===== src/rtl/dinser_pkg.sv =====
package dinser_pkg;

    localparam int INPUTS      = 8;
    localparam int FRAME_W     = 2 * INPUTS;
    localparam int SHORT_W     = INPUTS;
    localparam int CHECK_BITS  = INPUTS / 2;
    localparam int SYNC_STAGES = 2;

    typedef enum logic [1:0] {
        ST_IDLE,
        ST_WAIT_RISE,
        ST_WAIT_FALL
    } seq_state_t;

endpackage


===== src/rtl/dinser_sync.sv =====
module dinser_sync #(
    parameter int             W       = 3,
    parameter int             STAGES  = 2,
    parameter logic [W-1:0]   RST_VAL = '0
) (
    input  logic         clk,
    input  logic         rst_n,
    input  logic [W-1:0] d,
    output logic [W-1:0] q
);

    logic [W-1:0] pipe [STAGES];

    always_ff @(posedge clk or negedge rst_n) begin
        if (!rst_n) pipe[0] <= RST_VAL;
        else        pipe[0] <= d;
    end

    for (genvar s = 1; s < STAGES; s++) begin : g_stage
        always_ff @(posedge clk or negedge rst_n) begin
            if (!rst_n) pipe[s] <= RST_VAL;
            else        pipe[s] <= pipe[s-1];
        end
    end

    assign q = pipe[STAGES-1];

endmodule


===== src/rtl/dinser_frame.sv =====
module dinser_frame
    import dinser_pkg::*;
(
    input  logic [INPUTS-1:0]  in_state,
    input  logic               uv_alarm,
    input  logic               ot_alarm,
    output logic [FRAME_W-1:0] frame
);

    localparam int CHK_TOP = 5;

    assign frame[FRAME_W-1 -: INPUTS] = in_state;
    assign frame[7] = ~uv_alarm;
    assign frame[6] = ~ot_alarm;

    // check bit k (1-based) sits at bit CHK_TOP-(k-1)
    for (genvar i = 0; i < CHECK_BITS; i++) begin : g_chk
        assign frame[CHK_TOP - i] = ~(in_state[i] ^ in_state[i + CHECK_BITS]);
    end

    assign frame[1] = 1'b0;
    assign frame[0] = 1'b1;

endmodule


===== src/rtl/dinser_seq.sv =====
module dinser_seq
    import dinser_pkg::*;
(
    input  logic       clk,
    input  logic       rst_n,
    input  logic       cs_s,
    input  logic       sck_s,
    input  logic       mosi_s,
    output logic       load_en,
    output logic       shift_en,
    output logic       mosi_cap,
    output logic       active
);

    seq_state_t state, state_nxt;
    logic       cap_en;

    always_ff @(posedge clk or negedge rst_n) begin
        if (!rst_n) state <= ST_IDLE;
        else        state <= state_nxt;
    end

    always_comb begin
        state_nxt = state;
        if (cs_s) begin
            state_nxt = ST_IDLE;
        end else begin
            unique case (state)
                ST_IDLE:      state_nxt = ST_WAIT_RISE;
                ST_WAIT_RISE: if (sck_s)  state_nxt = ST_WAIT_FALL;
                ST_WAIT_FALL: if (!sck_s) state_nxt = ST_WAIT_RISE;
                default:      state_nxt = ST_IDLE;
            endcase
        end
    end

    always_comb begin
        load_en  = 1'b0;
        cap_en   = 1'b0;
        shift_en = 1'b0;
        active   = 1'b0;
        unique case (state)
            ST_IDLE: begin
                load_en = !cs_s;
            end
            ST_WAIT_RISE: begin
                active = 1'b1;
                cap_en = !cs_s && sck_s;
            end
            ST_WAIT_FALL: begin
                active   = 1'b1;
                shift_en = !cs_s && !sck_s;
            end
            default: ;
        endcase
    end

    always_ff @(posedge clk or negedge rst_n) begin
        if (!rst_n)      mosi_cap <= 1'b0;
        else if (cap_en) mosi_cap <= mosi_s;
    end

endmodule


===== src/rtl/dinser_shreg.sv =====
module dinser_shreg
    import dinser_pkg::*;
(
    input  logic               clk,
    input  logic               rst_n,
    input  logic               load_en,
    input  logic               shift_en,
    input  logic               short_sel,
    input  logic [FRAME_W-1:0] frame,
    input  logic               ser_in,
    output logic               ser_out
);

    localparam int SHORT_ENTRY = FRAME_W - SHORT_W;

    logic [FRAME_W-1:0] sr, sr_shift;
    logic               short_q;

    always_comb begin
        sr_shift = sr << 1;
        if (short_q) sr_shift[SHORT_ENTRY] = ser_in;
        else         sr_shift[0]           = ser_in;
    end

    always_ff @(posedge clk or negedge rst_n) begin
        if (!rst_n) begin
            sr      <= '0;
            short_q <= 1'b0;
        end else if (load_en) begin
            sr      <= frame;
            short_q <= short_sel;
        end else if (shift_en) begin
            sr      <= sr_shift;
        end
    end

    assign ser_out = sr[FRAME_W-1];

endmodule


===== src/rtl/dinser_top.sv =====
module dinser_top
    import dinser_pkg::*;
(
    input  logic              clk,
    input  logic              rst_n,
    input  logic              spi_sck,
    input  logic              spi_cs_n,
    input  logic              spi_mosi,
    output logic              spi_miso,
    output logic              spi_miso_oe,
    input  logic [INPUTS-1:0] in_state,
    input  logic              uv_alarm,
    input  logic              ot_alarm,
    input  logic              short_frame,
    input  logic              invert_out,
    input  logic              power_good
);

    logic [2:0]         pins_s;
    logic               sck_s, cs_s, mosi_s;
    logic               load_en, shift_en, mosi_cap, active;
    logic [FRAME_W-1:0] frame;
    logic               ser_out;
    logic               data_gated;

    dinser_sync #(
        .W      (3),
        .STAGES (SYNC_STAGES),
        .RST_VAL(3'b010)
    ) u_sync (
        .clk  (clk),
        .rst_n(rst_n),
        .d    ({spi_sck, spi_cs_n, spi_mosi}),
        .q    (pins_s)
    );

    assign sck_s  = pins_s[2];
    assign cs_s   = pins_s[1];
    assign mosi_s = pins_s[0];

    dinser_seq u_seq (
        .clk     (clk),
        .rst_n   (rst_n),
        .cs_s    (cs_s),
        .sck_s   (sck_s),
        .mosi_s  (mosi_s),
        .load_en (load_en),
        .shift_en(shift_en),
        .mosi_cap(mosi_cap),
        .active  (active)
    );

    dinser_frame u_frame (
        .in_state(in_state),
        .uv_alarm(uv_alarm),
        .ot_alarm(ot_alarm),
        .frame   (frame)
    );

    dinser_shreg u_shreg (
        .clk      (clk),
        .rst_n    (rst_n),
        .load_en  (load_en),
        .shift_en (shift_en),
        .short_sel(short_frame),
        .frame    (frame),
        .ser_in   (mosi_cap),
        .ser_out  (ser_out)
    );

    assign data_gated  = power_good & ser_out;
    assign spi_miso    = active & (data_gated ^ invert_out);
    assign spi_miso_oe = active;

endmodule


===== config.mk =====
export PLATFORM = sky130hd
export DESIGN_NAME = dinser_top
export DESIGN_NICKNAME = d
export VERILOG_FILES = /design/src/rtl/dinser_pkg.sv /design/src/rtl/dinser_sync.sv /design/src/rtl/dinser_frame.sv /design/src/rtl/dinser_seq.sv /design/src/rtl/dinser_shreg.sv /design/src/rtl/dinser_top.sv
export SDC_FILE = /design/constraint.sdc
export NUM_CORES = 1
export LEC_CHECK = 0
export ABC_AREA = 0
export BUFFER_PORTS_ARGS = -buffer_cell sky130_fd_sc_hd__buf_2
export CORE_AREA = 10 10 58 60
export CTS_BUF_LIST = sky130_fd_sc_hd__clkbuf_8
export DETAILED_ROUTE_END_ITERATION = 10
export DIE_AREA = 0 0 68 70
export GPL_ROUTABILITY_DRIVEN = 0
export GPL_TIMING_DRIVEN = 0
export PLACE_DENSITY = 0.86
export REMOVE_ABC_BUFFERS = 1
export SYNTH_ARGS = -nofsm -noshare
export SYNTH_HDL_FRONTEND = slang
export SYNTH_SLANG_ARGS = --single-unit

===== constraint.sdc =====
create_clock -name clk -period 1.9 [get_ports clk]
set_input_delay 0 -clock clk [delete_from_list [all_inputs] [get_ports clk]]
set_output_delay 0 -clock clk [all_outputs]
set_load 0.01 [all_outputs]

==> flow_metrics.py, run 1 <==
metrics = {
    "timing": {
        "setup_tns_ns": 0,
        "fin_skew_ns": 0.00607,
        "worst_pin_slew_ns": 0.607,
        "finalHoldViolCount": 2,
        "fin_crit_ns": 1.67,
        "finalWorstSetupSlack_ns": 0.227,
        "period_share_pct": 88.1,
        "rsz0062_at_grt": "no",
        "drv_slew": 0,
        "holdWs_ns": -0.0114,
        "slew_headroom_pct": 59.5,
        "fmax_ghz": 0.598,
        "setup_viol": 0,
    },
    "worst_setup_path": {
        "worstPathArrival_ns": 1.79,
        "cp_top_family": "flip-flops",
        "cp-start-kind": "register",
        "critPathMaxStageDelay_ns": 0.42,
        "ff2ff_path_depth": 6,
        "cp-end-kind": "register",
        "worstSetupPathType": "reg -> reg",
        "crit_buf_inv": 2,
        "crit_end": "u_shreg.sr[6]",
        "crit_chain": "inv_1 -> ha_1 -> nor3b_4 -> buf_12 -> mux2i_1 -> mux2i_1",
        "worst_path_most_repeated_cell": "mux2i_1",
        "crit_start": "u_seq.state[0]",
        "required_ns": 2.02,
        "worst-path-stages": 6,
        "r2r_slack_ns": 0.23,
        "cp_slowest_cell": "dfrtp_1",
        "r2r_start": "u_seq.state[0]",
        "crit_fanout": 17,
        "r2r-end": "u_shreg.sr[6]",
    },
    "drt": {
        "firstDrtPassIters": 4,
        "wl_microns": 2240,
        "vias": 819,
        "drt_iter0_markers": 20,
        "detail_route.wl_per_cell_microns": 13.7,
        "post-route-drc-count": 0,
        "final_antenna_net_count": 0,
        "vias_per_cell": 4.99,
    },
    "cts": {
        "clockRootBuffer": "clkbuf_8",
        "cts_buffer_depth": 2,
        "clk_pin_slew_ns": 0.08,
        "h-tree-depth": 1,
        "clkSinkCount": 26,
        "numCtsBuffers": 3,
        "clock_latency_ns": 0.26,
        "cts_tree": "done",
    },
    "logic_synthesis": {
        "synth_common_cells": "24 x dfrtp_1, 19 x mux2i_1, 14 x nand2_1, 7 x o21ai_1, 6 x o21ai_0",
        "synth.distinct_cells": 23,
        "synth_top_area_share_pct": 49.4,
        "synthMostInstantiatedCell": "dfrtp_1",
        "syn_area_per_cell_sq_um": 11.8,
        "synth_top_cell_by_area": "dfrtp_1",
        "ys_warn_count": 0,
        "syn_area_sq_um": 1220,
        "ys_ff_latch": 26,
        "synthTopCellsByArea": "dfrtp_1 49%, mux2i_1 16%, dfstp_2 4.3%",
        "synth_edf_count": 0,
        "synth_flop_cell": "dfrtp_1",
        "yosysSeqAreaShare_pct": 53.7,
        "async_flop_share_pct": 100,
        "syn-instance-count": 103,
    },
    "floorplanning": {
        "io_pins": 20,
        "rows": 18,
        "dieHeight_microns": 70,
        "initial_core_util_pct": 51.9,
        "die_x_microns": 68,
        "core-area_sq_um": 2340,
        "die_area_sq_um": 4760,
    },
    "job": {
        "maxCapViolCount": 0,
    },
    "place": {
        "dp_cells": 147,
        "dpl-instance-area_sq_um": 1310,
        "io_buffer_count": 19,
        "pre_cts_ws_ns": -0.239,
        "dp_hpwl_microns": 1570,
    },
    "final_layout": {
        "num_antenna_cells": 0,
        "fin_nets": 157,
        "syn_to_final_growth_pct": 24.1,
        "final-seq-area_sq_um": 653,
        "final_layout_size_suffix_gt1_share_pct": 23.1,
        "fin_area_sq_um": 1510,
        "fin_cells": 164,
        "fill_cells": 183,
        "multi_input_area_sq_um": 517,
        "final_util_pct": 64.4,
    },
    "grt": {
        "grt_pass1_wl_microns": 4020,
        "grt_pass1_vias": 899,
        "grt_max_degree": 31,
        "grt_overflow": 0,
        "grt.total_usage_pct": 10.5,
        "antenna_found_initial": 0,
    },
    "power": {
        "power.density_nw_per_um2": 1160,
        "vdd_drop_max_v": 0.000849,
        "leakage_nw": 0.654,
    },
    "min_path": {
        "hold_path.class": "in -> reg",
    },
    "outcome": {
        "violations": "negative hold slack",
        "status": "finished, violations left",
    },
}
## area by class of cell
cell class                      count  area share (%)
Multi-Input combinational cell     69            34.2
Tap cell                           30            2.49
Clock buffer                        4            3.65
Inverter                            3           0.746
Timing Repair Buffer               32            15.6
Sequential cell                    26            43.3
## cell families after synthesis
group / Yosys count / synth area share, %
xor+xnor: 5 / 3.60
mux: 21 / 17.5
buf+inv: 8 / 4.73
compound gates: 14 / 6.17
simple gates: 25 / 10.2
fa+ha+maj: 4 / 4.12
flops: 26 / 53.7
## how the worst min path moves through the flow
| stage | depth (start not counted) | start | endpoint | slack, ns |
|---|---|---|---|---|
| global placement | 1 | rst_n | u_shreg.sr[7] | 0.01 |
| floorplan | 0 | rst_n | u_seq.mosi_cap | -0.30 |
| global route | 3 | in_state[5] | u_shreg.sr[13] | 0.01 |
| CTS | 3 | in_state[5] | u_shreg.sr[13] | 0.001 |
| finish | 3 | in_state[5] | u_shreg.sr[13] | -0.01 |
| detailed placement | 1 | rst_n | u_shreg.sr[6] | 0.02 |
## per-stage QoR
stage          power [mW]  hold slack, ns
2_1_floorplan        1.22          -0.296
5_1_grt              1.88          0.0150
6_report             1.74         -0.0114
3_3_place_gp         1.33          0.0135
3_5_place_dp         1.38          0.0185
4_1_cts              1.76         0.00102
## timing repair
item	in CTS	in global routing
buffers inserted	1	0
setup endpoints to repair	16	0
endpoints found under the hold margin	35	0
gates resized for setup	1	0
hold buffers	12	0
## cells in the final DEF (no fill, tap or decap), drive strengths merged
cell type and instances:
mux2 2, nor3 2, dlygate4sd3 12, nand3b 1
and2b 1, ha 4, inv 3, mux2i 19
nor2 3, dfrtp 24, dfstp 2, and2 1
nor3b 1, xnor2 5, a311o 1, buf 20
nor2b 2, o21ai 13, nand2 14, clkbuf 4
## sequential cells by signal, summed over array words and instances, names as in the netlist
signal and cells:
u_shreg.sr 16, u_sync.pipe 3, u_sync.q 3, u_seq.state 2, u_seq.mosi_cap 1, u_shreg.short_q 1
## report_power, final
part	switching (mW)	internal, mW	total [mW]
Combinational	0.271	0.265	0.536
Sequential	0.119	0.750	0.869
Clock	0.154	0.185	0.338
Total	0.544	1.20	1.74
## layer usage
layer | up-vias | global-route usage [%] | share of wire [%]
met2 | 16 | 18.4 | 54
li1 | 406 | - | -
met5 | - | 0 | 0
met4 | 0 | 4.03 | 1.6
met1 | 393 | 12.0 | 42
met3 | 4 | 1.91 | 2.2
## worst reg2reg max path, stage by stage, from the launching register on
cell,delay [ns]
dfrtp_1,0.42
inv_1,0.10
ha_1,0.21
nor3b_4,0.24
buf_12,0.20
mux2i_1,0.25
mux2i_1,0.12
(Power assumes the default switching activity.)
==> run 2: changes to the inputs <==
--- a/config.mk
+++ b/config.mk
@@ -6,7 +6,7 @@
 export NUM_CORES = 1
 export LEC_CHECK = 0
 export ABC_AREA = 0
-export BUFFER_PORTS_ARGS = -buffer_cell sky130_fd_sc_hd__buf_2
+export BUFFER_PORTS_ARGS = -buffer_cell sky130_fd_sc_hd__buf_4
 export CORE_AREA = 10 10 58 60
 export CTS_BUF_LIST = sky130_fd_sc_hd__clkbuf_8
 export DETAILED_ROUTE_END_ITERATION = 10
==> run 2 against run 1 <==
- critical endpoint is now u_shreg.sr[8]
- largest power group unchanged
- global-route usage grew 0.70 points
- largest cell class unchanged
- combinational power grew 4.7%
- routed wire length grew 8.2%
- first-iteration DRC count shrank 10%
- cell area grew 6.2%
- the run now ends clean
- critical path depth is the same
- power grew 8.5%
- non-clock buffer count grew 3
- fmax grew 0.98%
- clock-buffer cell count shrank 1
==> flow_metrics.py, run 2 (synthesized netlist as in run 1, its figures left out) <==
metrics = {
    "floorplanning": {
        "die_area_sq_um": 4760,
        "dieHeight_microns": 70,
        "io_pins": 20,
        "core-area_sq_um": 2340,
        "initial_core_util_pct": 51.9,
        "die_x_microns": 68,
        "rows": 18,
    },
    "cts": {
        "h-tree-depth": 1,
        "clk_pin_slew_ns": 0.09,
        "clockRootBuffer": "clkbuf_8",
        "cts_buffer_depth": 2,
        "clock_latency_ns": 0.27,
        "numCtsBuffers": 3,
        "clkSinkCount": 26,
        "cts_tree": "done",
    },
    "drt": {
        "final_antenna_net_count": 0,
        "wl_microns": 2420,
        "vias_per_cell": 5.04,
        "detail_route.wl_per_cell_microns": 14.5,
        "post-route-drc-count": 0,
        "vias": 842,
        "drt_iter0_markers": 18,
        "firstDrtPassIters": 4,
    },
    "final_layout": {
        "num_antenna_cells": 0,
        "final_util_pct": 68.4,
        "syn_to_final_growth_pct": 31.8,
        "fin_nets": 160,
        "largest_register": "u_shreg.sr",
        "largest_register_ffs": 16,
        "final_layout_size_suffix_gt1_share_pct": 22.6,
        "final_common_cell": "dfrtp_1",
        "most-common-layout-cells": "24 x dfrtp_1, 19 x mux2i_1, 19 x buf_4",
    },
    "grt": {
        "grt-busiest-layer": "met2",
        "grt_pass1_wl_microns": 4260,
        "antenna_found_initial": 0,
        "grt_pass1_vias": 956,
        "grt_max_degree": 31,
        "grt_use_met1_pct": 13.3,
        "use_met3_pct": 2.23,
        "met2_usage_pct": 18.9,
        "grt.total_usage_pct": 11.2,
        "grt_overflow": 0,
    },
    "timing": {
        "fin_skew_ns": 0.00558,
        "setup_viol": 0,
        "fmax_ghz": 0.604,
        "worst_pin_slew_ns": 0.597,
        "finalHoldViolCount": 0,
        "fin_crit_ns": 1.66,
        "slew_headroom_pct": 60.1,
        "rsz0062_at_grt": "no",
        "period_share_pct": 87.2,
        "finalWorstSetupSlack_ns": 0.243,
        "drv_slew": 0,
    },
    "job": {
        "maxCapViolCount": 0,
    },
    "worst_setup_path": {
        "ff2ff_path_depth": 6,
        "critPathMaxStageDelay_ns": 0.43,
        "worstPathArrival_ns": 1.78,
        "crit_chain": "inv_1 -> ha_1 -> nor3b_4 -> buf_12 -> mux2i_1 -> o21ai_0",
        "crit_fanout": 17,
        "cp_slowest_cell": "dfrtp_1",
        "cp-end-kind": "register",
        "r2r_start": "u_seq.state[0]",
        "worstSetupPathType": "reg -> reg",
        "required_ns": 2.03,
        "r2r_slack_ns": 0.24,
        "worst-path-stages": 6,
        "crit_buf_inv": 2,
        "cp_top_family": "flip-flops",
        "cp-start-kind": "register",
        "r2r-end": "u_shreg.sr[8]",
    },
    "min_path": {
        "hold_path.class": "in -> async",
    },
    "place": {
        "pre_cts_ws_ns": -0.203,
        "dp_hpwl_microns": 1460,
        "io_buffer_count": 19,
    },
    "power": {
        "power.density_nw_per_um2": 1180,
        "vdd_drop_max_v": 0.000948,
        "leakage_nw": 0.689,
    },
    "outcome": {
        "status": "complete, no violations",
    },
}
## run 2: worst register-to-register path, cell delays in order (launching register included)
cell and delay (ns):
dfrtp_1 0.43, inv_1 0.09, ha_1 0.19, nor3b_4 0.24, buf_12 0.20, mux2i_1 0.26
o21ai_0 0.11
## run 2: worst max-delay path by stage
stage,from,endpoint,slack [ns]
after floorplan,u_seq.state[0],u_shreg.sr[0],-0.26
after global placement,u_seq.state[0],u_shreg.sr[0],-0.52
after detailed placement,u_seq.state[0],u_shreg.sr[0],-0.20
after CTS,u_seq.state[0],u_shreg.sr[2],0.24
after global routing,u_seq.state[0],u_shreg.sr[8],0.10
final,u_seq.state[0],u_shreg.sr[8],0.24
## run 2: per-layer routing
layer	wire [microns]	vias up
met1	1030	411
met4	35	0
met5	0	-
li1	-	415
met2	1310	12
met3	55	4
## run 2: final cells by class
type | instances | area, sq um
fill | 175 | 739
inverter | 3 | 11.3
tap | 30 | 37.5
clock buffer | 3 | 41.3
multi-input combinational | 69 | 517
sequential | 26 | 653
timing repair buffer | 35 | 313
clock inverter | 1 | 30.0
## run 2: timing repair
action / 4_1_cts / 5_1_grt
hold buffers: 15 / 0
buffers inserted: 1 / 0
resized for setup: 1 / 0
hold endpoints to repair: 40 / 0
endpoints found under the setup margin: 16 / 0
## run 2: where the power goes
part | leakage [nW] | switching, mW | internal (mW) | total [mW]
clock network | 0.0357 | 0.173 | 0.282 | 0.455
registers | 0.312 | 0.124 | 0.751 | 0.875
logic | 0.342 | 0.272 | 0.290 | 0.561
total | 0.689 | 0.569 | 1.32 | 1.89
## run 2: per-stage QoR
| stage | power (mW) | cells | hold WS, ns | area, sq um | TNS (ns) |
|---|---|---|---|---|---|
| final | 1.89 | 167 | 0.160 | 1600 | 0 |
| after global routing | 2.01 | 167 | 0.191 | 1600 | 0 |
| after CTS | 1.89 | 167 | 0.176 | 1600 | 0 |
| after detailed placement | 1.39 | 147 | -0.0778 | 1360 | -2.51 |
| after global placement | 1.36 | 147 | -0.0836 | 1350 | -7.52 |
| after floorplan | 1.22 | 98 | -0.296 | 1170 | -3.10 |
